### config.mk
export PLATFORM = sky130hd
export DESIGN_NAME = aux_ctrl_regs
export DESIGN_NICKNAME = d
export VERILOG_FILES = /design/src/rtl/aux_regs_pkg.sv /design/src/rtl/aux_addr_decode.sv /design/src/rtl/aux_pwr_status.sv /design/src/rtl/aux_pulse_gen.sv /design/src/rtl/aux_ctrl_regs.sv
export SDC_FILE = /design/constraint.sdc
export NUM_CORES = 1
export LEC_CHECK = 0
export ABC_CLOCK_PERIOD_IN_PS = 5650
export BUFFER_PORTS_ARGS = -buffer_cell sky130_fd_sc_hd__buf_2
export CAP_MARGIN = 25
export CELL_PAD_IN_SITES_DETAIL_PLACEMENT = 0
export CELL_PAD_IN_SITES_GLOBAL_PLACEMENT = 1
export CORE_ASPECT_RATIO = 1.75
export CORE_MARGIN = 4
export CORE_UTILIZATION = 42
export CTS_CLUSTER_SIZE = 28
export DETAILED_ROUTE_END_ITERATION = 8
export PLACE_DENSITY = 0.89
export SKIP_CTS_REPAIR_TIMING = 1
export SLEW_MARGIN = 20
export SYNTH_ARGS = -nofsm -noshare
export SYNTH_HDL_FRONTEND = slang
export SYNTH_SLANG_ARGS = --single-unit
export TNS_END_PERCENT = 1
### constraint.sdc
create_clock -name clk -period 5.65 [get_ports clk]
set_input_delay 1.13 -clock clk [delete_from_list [all_inputs] [get_ports clk]]
set_output_delay 1.13 -clock clk [all_outputs]
set_load 0.005 [all_outputs]
### src/rtl/aux_regs_pkg.sv
package aux_regs_pkg;

    typedef logic [31:0] addr_t;

    localparam addr_t SEL_MASK    = 32'h0fff_0000;
    localparam addr_t OFS_LED     = 32'h0160_0000;
    localparam addr_t OFS_CFG     = 32'h0180_0000;
    localparam addr_t OFS_AUX1    = 32'h0190_0000;
    localparam addr_t OFS_AUX2    = 32'h0191_0000;
    localparam addr_t OFS_DIAG    = 32'h01a0_0000;
    localparam addr_t OFS_MDM     = 32'h01b0_0000;
    localparam addr_t OFS_SYS     = 32'h01f0_0000;

    localparam int CFG_PFIE_BIT   = 3;
    localparam int AUX2_OFF_BIT   = 0;
    localparam int AUX2_CLR_BIT   = 1;
    localparam int AUX2_PF_BIT    = 5;
    localparam int SYS_RST_BIT    = 0;
    localparam int SYS_STAT_VALUE = 2;

    typedef enum logic [3:0] {
        RG_NONE,
        RG_LED,
        RG_CFG,
        RG_AUX1,
        RG_AUX2,
        RG_DIAG,
        RG_MDM,
        RG_SYS,
        RG_PM
    } region_e;

    typedef struct packed {
        logic halt;
        logic sysreset;
        logic shutdown;
    } req_t;

    localparam int NREQ = $bits(req_t);

    function automatic region_e decode_region(addr_t a, addr_t pm_addr);
        region_e r;
        addr_t   m;
        m = a & SEL_MASK;
        r = RG_NONE;
        unique case (m)
            OFS_LED:  r = RG_LED;
            OFS_CFG:  r = RG_CFG;
            OFS_AUX1: r = RG_AUX1;
            OFS_AUX2: r = RG_AUX2;
            OFS_DIAG: r = RG_DIAG;
            OFS_MDM:  r = RG_MDM;
            OFS_SYS:  r = (a[1:0] == 2'b00) ? RG_SYS : RG_NONE;
            default:  r = (a == pm_addr) ? RG_PM : RG_NONE;
        endcase
        return r;
    endfunction

endpackage

### src/rtl/aux_addr_decode.sv
module aux_addr_decode
    import aux_regs_pkg::*;
#(
    parameter addr_t PM_ADDR = 32'h0a00_0000
) (
    input  addr_t   addr,
    output region_e region
);

    always_comb begin
        region = decode_region(addr, PM_ADDR);
    end

endmodule

### src/rtl/aux_pwr_status.sv
module aux_pwr_status
    import aux_regs_pkg::*;
#(
    parameter int BYTE_W = 8
) (
    input  logic              clk,
    input  logic              rst,
    input  logic              pwr_failing,
    input  logic              pf_enable,
    input  logic              aux2_wr,
    input  logic [1:0]        cmd_bits,
    output logic [BYTE_W-1:0] aux2_value,
    output logic              irq
);

    logic       pf_prev;
    logic       pf_flag;
    logic [1:0] cmd_q;
    logic       input_moved;

    assign input_moved = (pwr_failing != pf_prev);

    always_ff @(posedge clk) begin
        if (rst) begin
            pf_prev <= 1'b0;
            pf_flag <= 1'b0;
            cmd_q   <= 2'b00;
        end else begin
            pf_prev <= pwr_failing;
            if (aux2_wr) begin
                cmd_q <= cmd_bits;
                if (cmd_bits[AUX2_CLR_BIT]) begin
                    pf_flag <= 1'b0;
                end
            end
            if (input_moved) begin
                pf_flag <= pwr_failing & pf_enable;
            end
        end
    end

    always_comb begin
        aux2_value              = '0;
        aux2_value[1:0]         = cmd_q;
        aux2_value[AUX2_PF_BIT] = pf_flag;
    end

    assign irq = pf_flag & pf_enable;

endmodule

### src/rtl/aux_pulse_gen.sv
module aux_pulse_gen #(
    parameter int N = 3
) (
    input  logic         clk,
    input  logic         rst,
    input  logic [N-1:0] trig,
    output logic [N-1:0] pulse
);

    for (genvar i = 0; i < N; i++) begin : g_pulse
        always_ff @(posedge clk) begin
            if (rst) begin
                pulse[i] <= 1'b0;
            end else begin
                pulse[i] <= trig[i];
            end
        end
    end

endmodule

### src/rtl/aux_ctrl_regs.sv
module aux_ctrl_regs
    import aux_regs_pkg::*;
#(
    parameter int    DATA_W  = 32,
    parameter int    BYTE_W  = 8,
    parameter int    LED_W   = 16,
    parameter addr_t PM_ADDR = 32'h0a00_0000
) (
    input  logic              clk,
    input  logic              rst,
    input  logic [31:0]       bus_addr,
    input  logic              bus_wr,
    input  logic [DATA_W-1:0] bus_wdata,
    output logic [DATA_W-1:0] bus_rdata,
    input  logic              pwr_failing,
    output logic              irq,
    output logic              shutdown_req,
    output logic              sysreset_req,
    output logic              halt_req
);

    localparam int BYTE_PAD = DATA_W - BYTE_W;
    localparam int LED_PAD  = DATA_W - LED_W;
    localparam logic [DATA_W-1:0] SYS_STAT = DATA_W'(SYS_STAT_VALUE);

    region_e           region;
    logic [BYTE_W-1:0] cfg_q, aux1_q, mdm_q, diag_q;
    logic [BYTE_W-1:0] aux2_value;
    logic [LED_W-1:0]  led_q;
    logic [DATA_W-1:0] sys_q;
    req_t              req_d, req_q;

    aux_addr_decode #(
        .PM_ADDR (PM_ADDR)
    ) u_dec (
        .addr   (bus_addr),
        .region (region)
    );

    // Registers cleared by reset
    always_ff @(posedge clk) begin
        if (rst) begin
            cfg_q  <= '0;
            aux1_q <= '0;
            mdm_q  <= '0;
        end else if (bus_wr) begin
            case (region)
                RG_CFG:  cfg_q  <= bus_wdata[BYTE_W-1:0];
                RG_AUX1: aux1_q <= bus_wdata[BYTE_W-1:0];
                RG_MDM:  mdm_q  <= bus_wdata[BYTE_W-1:0];
                default: ;
            endcase
        end
    end

    // Registers that survive reset
    always_ff @(posedge clk) begin
        if (bus_wr && !rst) begin
            case (region)
                RG_DIAG: diag_q <= bus_wdata[BYTE_W-1:0];
                RG_LED:  led_q  <= bus_wdata[LED_W-1:0];
                RG_SYS:  sys_q  <= bus_wdata[SYS_RST_BIT] ? SYS_STAT : bus_wdata;
                default: ;
            endcase
        end
    end

    aux_pwr_status #(
        .BYTE_W (BYTE_W)
    ) u_pwr (
        .clk         (clk),
        .rst         (rst),
        .pwr_failing (pwr_failing),
        .pf_enable   (cfg_q[CFG_PFIE_BIT]),
        .aux2_wr     (bus_wr && region == RG_AUX2),
        .cmd_bits    (bus_wdata[1:0]),
        .aux2_value  (aux2_value),
        .irq         (irq)
    );

    always_comb begin
        req_d          = '0;
        req_d.shutdown = bus_wr && region == RG_AUX2 && bus_wdata[AUX2_OFF_BIT];
        req_d.sysreset = bus_wr && region == RG_SYS && bus_wdata[SYS_RST_BIT];
        req_d.halt     = bus_wr && region == RG_PM;
    end

    aux_pulse_gen #(
        .N (NREQ)
    ) u_pulse (
        .clk   (clk),
        .rst   (rst),
        .trig  (req_d),
        .pulse (req_q)
    );

    assign shutdown_req = req_q.shutdown;
    assign sysreset_req = req_q.sysreset;
    assign halt_req     = req_q.halt;

    always_comb begin
        case (region)
            RG_CFG:  bus_rdata = {{BYTE_PAD{1'b0}}, cfg_q};
            RG_AUX1: bus_rdata = {{BYTE_PAD{1'b0}}, aux1_q};
            RG_AUX2: bus_rdata = {{BYTE_PAD{1'b0}}, aux2_value};
            RG_DIAG: bus_rdata = {{BYTE_PAD{1'b0}}, diag_q};
            RG_MDM:  bus_rdata = {{BYTE_PAD{1'b0}}, mdm_q};
            RG_LED:  bus_rdata = {{LED_PAD{1'b0}}, led_q};
            RG_SYS:  bus_rdata = sys_q;
            default: bus_rdata = '0;
        endcase
    end

endmodule

* Word-level counts from Yosys, hierarchy flattened *
Cells that the tools add are included.
W data, S select, Z words.

word-level totals
  output and inout bits = 36
  logic and storage cells = 56
  flip-flop bits (word level) = 87

cells by class
  eq/ne operators = 17
  bitwise logic cells = 2
  mux-type cells = 7
  reduce and logical (&&, ||, !) cells = 17

operator list
  operator                count
  $pmux W32 S7            1
  $eq A12 B9 Y1 const B   7
  $eq A32 B28 Y1 const B  1
  $pmux W4 S7             1
  $eq A4 B3 Y1 const B    4
  $reduce_and A2 Y1       7
  $eq A4 B2 Y1 const B    2
  $logic_and A1 B1 Y1     6
  $eq A4 B1 Y1 const B    1
  $eq A4 B4 Y1 const B    1
  $mux W4                 1
  $reduce_bool A2 Y1      2
  $mux W1                 3
  $mux W3                 1
  $and A1 B1 Y1           2
  $logic_not A2 Y1        1
  $logic_not A1 Y1        1
  $ne A1 B1 Y1            1

* Logic depth before layout (Yosys ltp) *
  depth after elaboration = 7
  depth in mapped cells = 7

* Modules after synthesis *
A second synthesis with hierarchy kept.

second synthesis, totals
  cell total of the unflattened synthesis = 336
  area, all modules = 4056.4 um^2

modules (own cells, without submodules)
  module           cells an instance  sequential area each (um^2)  area each (um^2)  times used
  aux_ctrl_regs    278                2132.0                       3549.7            1
  aux_addr_decode  30                 0.0                          222.7             1
  aux_pwr_status   22                 80.1                         205.2             1
  aux_pulse_gen    6                  60.1                         78.8              1

* Worst setup path after synthesis *
Ideal clock, no wire load.

  path kind = input to register
  start = input port bus_addr[16]
  end = register sys_q[10] (enable)
  data required time = 5.231 ns
  cell stages on the path = 5
  slack = 1.824 ns
  arrival time = 3.407 ns
  cell sequence = buf_2 -> nor4_2 -> and4_1 -> nand2b_1 -> nor2_1

on the way
  word-level cells in the longest chain between the ends = 5
  elaborated cells on any way between the ends = 12

ends and longest elaborated chain
  element                        RTL line             source
  start: declaration             aux_ctrl_regs.sv:11  input logic [31:0] bus_addr,
  $eq A32 B28 Y1                 aux_regs_pkg.sv:54   default: r = (a == pm_addr) ? RG_PM : RG_NONE;
  $mux W4                        aux_regs_pkg.sv:54
  $pmux W4 S7 *                  aux_regs_pkg.sv:46   unique case (m)
  $eq A4 B3 Y1 *                 aux_ctrl_regs.sv:59  case (region)
  $reduce_and A2 Y1 (no line) *  --
  end signal: assignment         aux_ctrl_regs.sv:62  RG_SYS: sys_q <= bus_wdata[SYS_RST_BIT] ? SYS_STAT : bus_wdata;
  end: declaration               aux_ctrl_regs.sv:30  logic [DATA_W-1:0] sys_q;

Mark *: on every way between the ends. The rest lies on a longest branch, timed or not.
A chain may end at the register's enable or synchronous reset.

* Final worst setup path *
  start = input port bus_addr[22]
  end = output port bus_rdata[5]

on the way
  word-level cells in the longest chain between the ends = 5
  elaborated cells on any way between the ends = 18

ends and longest elaborated chain
  element                                     RTL line              source
  $eq A32 B28 Y1                              aux_regs_pkg.sv:54
  $mux W4                                     aux_regs_pkg.sv:54
  $pmux W4 S7 *                               aux_regs_pkg.sv:46
  $eq A4 B3 Y1, or another cell as far along  aux_ctrl_regs.sv:102  case (region)
  $pmux W32 S7 *                              aux_ctrl_regs.sv:102
  end: declaration                            aux_ctrl_regs.sv:14   output logic [DATA_W-1:0] bus_rdata,

Marks and branches as above.

==> impl_metrics.json <==
{
  "overflow": 0,
  "post-dp-hpwl_mm": 6.939,
  "worstMarginPinSlew_ns": 0.8243,
  "die_area_um2": 10860,
  "vdd_drop_max_mv": 0.1719,
  "io_buffers": 103,
  "relSlewSlack": 0.4464,
  "critPathCaptureType": "primary output",
  "clockBufferDepth": 2,
  "async_flop_share": 0,
  "place_congestion": 0.8330,
  "syn_nets": 386,
  "cts_sinks": 86,
  "fp.dieH_um": 134.9,
  "grt_max_degree": 38,
  "rr_endpoint": "u_pwr.pf_flag",
  "regArea_um2": 2272,
  "final_common_cell": "buf_2",
  "grt_setup_unrepaired": "no",
  "fmax_ghz": 0.2334,
  "vias_per_cell": 5.228,
  "p_leak_uw": 0.001817,
  "syn_avg_cell_area_um2": 12.15,
  "multi_input_area_um2": 1503,
  "grt_pass1_wl_mm": 14.41,
  "tns_ns": 0,
  "wl_per_cell_um": 17.35,
  "clkTransAtPathRegs_ns": 0.05,
  "hold_slack_ns": 0.4922,
  "critPathMaxFanout": 6,
  "fill_cells": 819,
  "ff2ff_path_depth": 4,
  "fin_nets": 486,
  "worstHoldEndpoint": "u_pwr.cmd_q[0]",
  "worstHoldPathType": "register to register",
  "htree_levels": 3,
  "grt_pass1_vias": 2886,
  "drive_gt1_frac": 0.3191,
  "yosysTopAreaCell": "edfxtp_1",
  "syn2layout_area_growth_pct": 24.15,
  "p_per_area_nw_per_um2": 277.7,
  "netlist.area_leader.share": 0.4273,
  "clock_skew_ns": 0.0002909,
  "stdcell_count": 544,
  "placedCellCount": 527,
  "drc": 0,
  "cts_tree": "yes",
  "ys_types": 46,
  "worstHoldStart": "u_pwr.cmd_q[0]",
  "reg2reg_slack_ns": 4.76,
  "synthCells": 318,
  "syn_area_um2": 3865,
  "initial_utilization": 0.4277,
  "yosysWarnings": 0,
  "synth_seq_cells": 86,
  "drv_slew": 0,
  "ios": 104,
  "hold_depth": 2,
  "clk_latency_ns": 0.34,
  "synthFlopType": "edfxtp_1",
  "r2r_start": "u_pwr.pf_prev",
  "min_period_ns": 4.285,
  "wl_mm": 9.436,
  "ys_seq_area_frac": 0.5879,
  "ant_nets": 0,
  "rows": 46,
  "setup_viol": 0,
  "ctsRootBufferMaster": "clkbuf_16",
  "cp-start-kind": "primary input",
  "die_w_um": 80.52,
  "dr.pass1.iters": 4,
  "worstPathArrival_ns": 3.15,
  "synth.area.top_cells": "edfxtp_1 (43%), dfxtp_1 (16%), mux2i_1 (8.0%)",
  "critPathRequiredTime_ns": 4.52,
  "antenna_found_initial": 1,
  "cap_violations": 0,
  "critPathKind": "primary input to primary output",
  "final_cell_mix": "buf_2 (103), edfxtp_1 (55), nor2b_1 (33)",
  "first_iter_violations": 102,
  "synth_edf_count": 55,
  "fin_total_pwr_uw": 1333,
  "final_hold_viol_count": 0,
  "finalCritPeriodShare": 0.7583,
  "cts_buffers": 9,
  "coreArea_um2": 9036,
  "outcome": "complete, no violations",
  "grt_usage": 0.1804,
  "via_count": 2844
}
-- metal layers --
metal | track usage | wire (um) | up-vias
met2 | 0.3141 | 4940 | 102
met5 | 0 | 0 | -
met1 | 0.1907 | 3464 | 1333
met3 | 0.04940 | 632 | 28
li1 | - | - | 1381
met4 | 0.1043 | 400 | 0
-- registers in the layout (all words and copies together), names as in the netlist --
register       flops
led_q             16
u_pulse.pulse      3
cfg_q              8
aux1_q             8
sys_q             31
u_pwr.pf_prev      1
diag_q             8
u_pwr.pf_flag      1
u_pwr.cmd_q        2
mdm_q              8
-- cell type report --
| type | count | share of cell area |
|---|---|---|
| Tap cell | 120 | 0.03129 |
| Inverter | 4 | 0.003129 |
| Multi-Input combinational cell | 210 | 0.3132 |
| Clock buffer | 11 | 0.05293 |
| Clock inverter | 5 | 0.01173 |
| Timing Repair Buffer | 107 | 0.1137 |
| Sequential cell | 86 | 0.4735 |
| Antenna cell | 1 | 0.0005215 |
-- synth_stat cells, types with 2 or more instances --
| cell type | number |
|---|---|
| nand3b_1 | 2 |
| mux2i_1 | 31 |
| o21ai_1 | 2 |
| nor3_1 | 4 |
| nand2b_1 | 4 |
| o32ai_1 | 3 |
| a22o_1 | 14 |
| a22oi_1 | 2 |
| buf_2 | 4 |
| dfxtp_1 | 31 |
| nor4_1 | 6 |
| o221ai_1 | 2 |
| nor2_1 | 33 |
| edfxtp_1 | 55 |
| a221o_1 | 5 |
| nor4_4 | 3 |
| clkbuf_1 | 12 |
| mux2_2 | 4 |
| nand2_1 | 5 |
| nand3_1 | 6 |
| a21oi_1 | 4 |
| nor2b_1 | 34 |
| a21boi_0 | 2 |
| nand4_1 | 4 |
| and2_1 | 19 |
| or4_1 | 2 |
| and4_1 | 3 |
| inv_1 | 4 |
-- how the worst max path moves through the flow --
| stage | startpoint | end | cells after the start |
|---|---|---|---|
| after floorplan | bus_addr[16] | sys_q[10] | 5 |
| after global placement | bus_addr[22] | bus_rdata[5] | 6 |
| after detailed placement | bus_addr[22] | bus_rdata[5] | 6 |
| after CTS | bus_addr[22] | bus_rdata[5] | 6 |
| after global routing | bus_addr[21] | bus_rdata[7] | 6 |
| final | bus_addr[22] | bus_rdata[5] | 6 |
-- cell families (layout without fill, tap and decap cells) --
family                 after synthesis  count (layout)  share of synthesized area
AND/OR/NAND/NOR                    135             135                     0.2120
multiplexers                        35              35                    0.09194
XOR/XNOR                             1               1                   0.002267
flip-flops                          86              86                     0.5879
AO/OA/AOI/OAI                       39              39                    0.08126
buffers and inverters               22             127                    0.02460
other                                0               1                          0
-- metrics by stage --
| stage | area [um^2] | worst slack, ns | util |
|---|---|---|---|
| global placement | 4486 | 1.392 | 0.4964 |
| CTS | 4796 | 1.348 | 0.5307 |
| detailed placement | 4486 | 1.387 | 0.4964 |
| global route | 4798 | 1.261 | 0.5310 |
| finish | 4798 | 1.365 | 0.5310 |
| floorplan | 3865 | 1.824 | - |
-- power breakdown --
group,switching (uW),internal (uW)
clock,227,368
sequential,0.220,668
combinational,40.2,30.1
-- worst max-delay path, cell delays in order --
cell and delay, ns:
buf_2 0.12, or4b_1 0.74, nor3_1 0.56, a21boi_0 0.30
a221o_1 0.18, buf_2 0.12
Note: power is estimated with default switching activity, not from simulation.
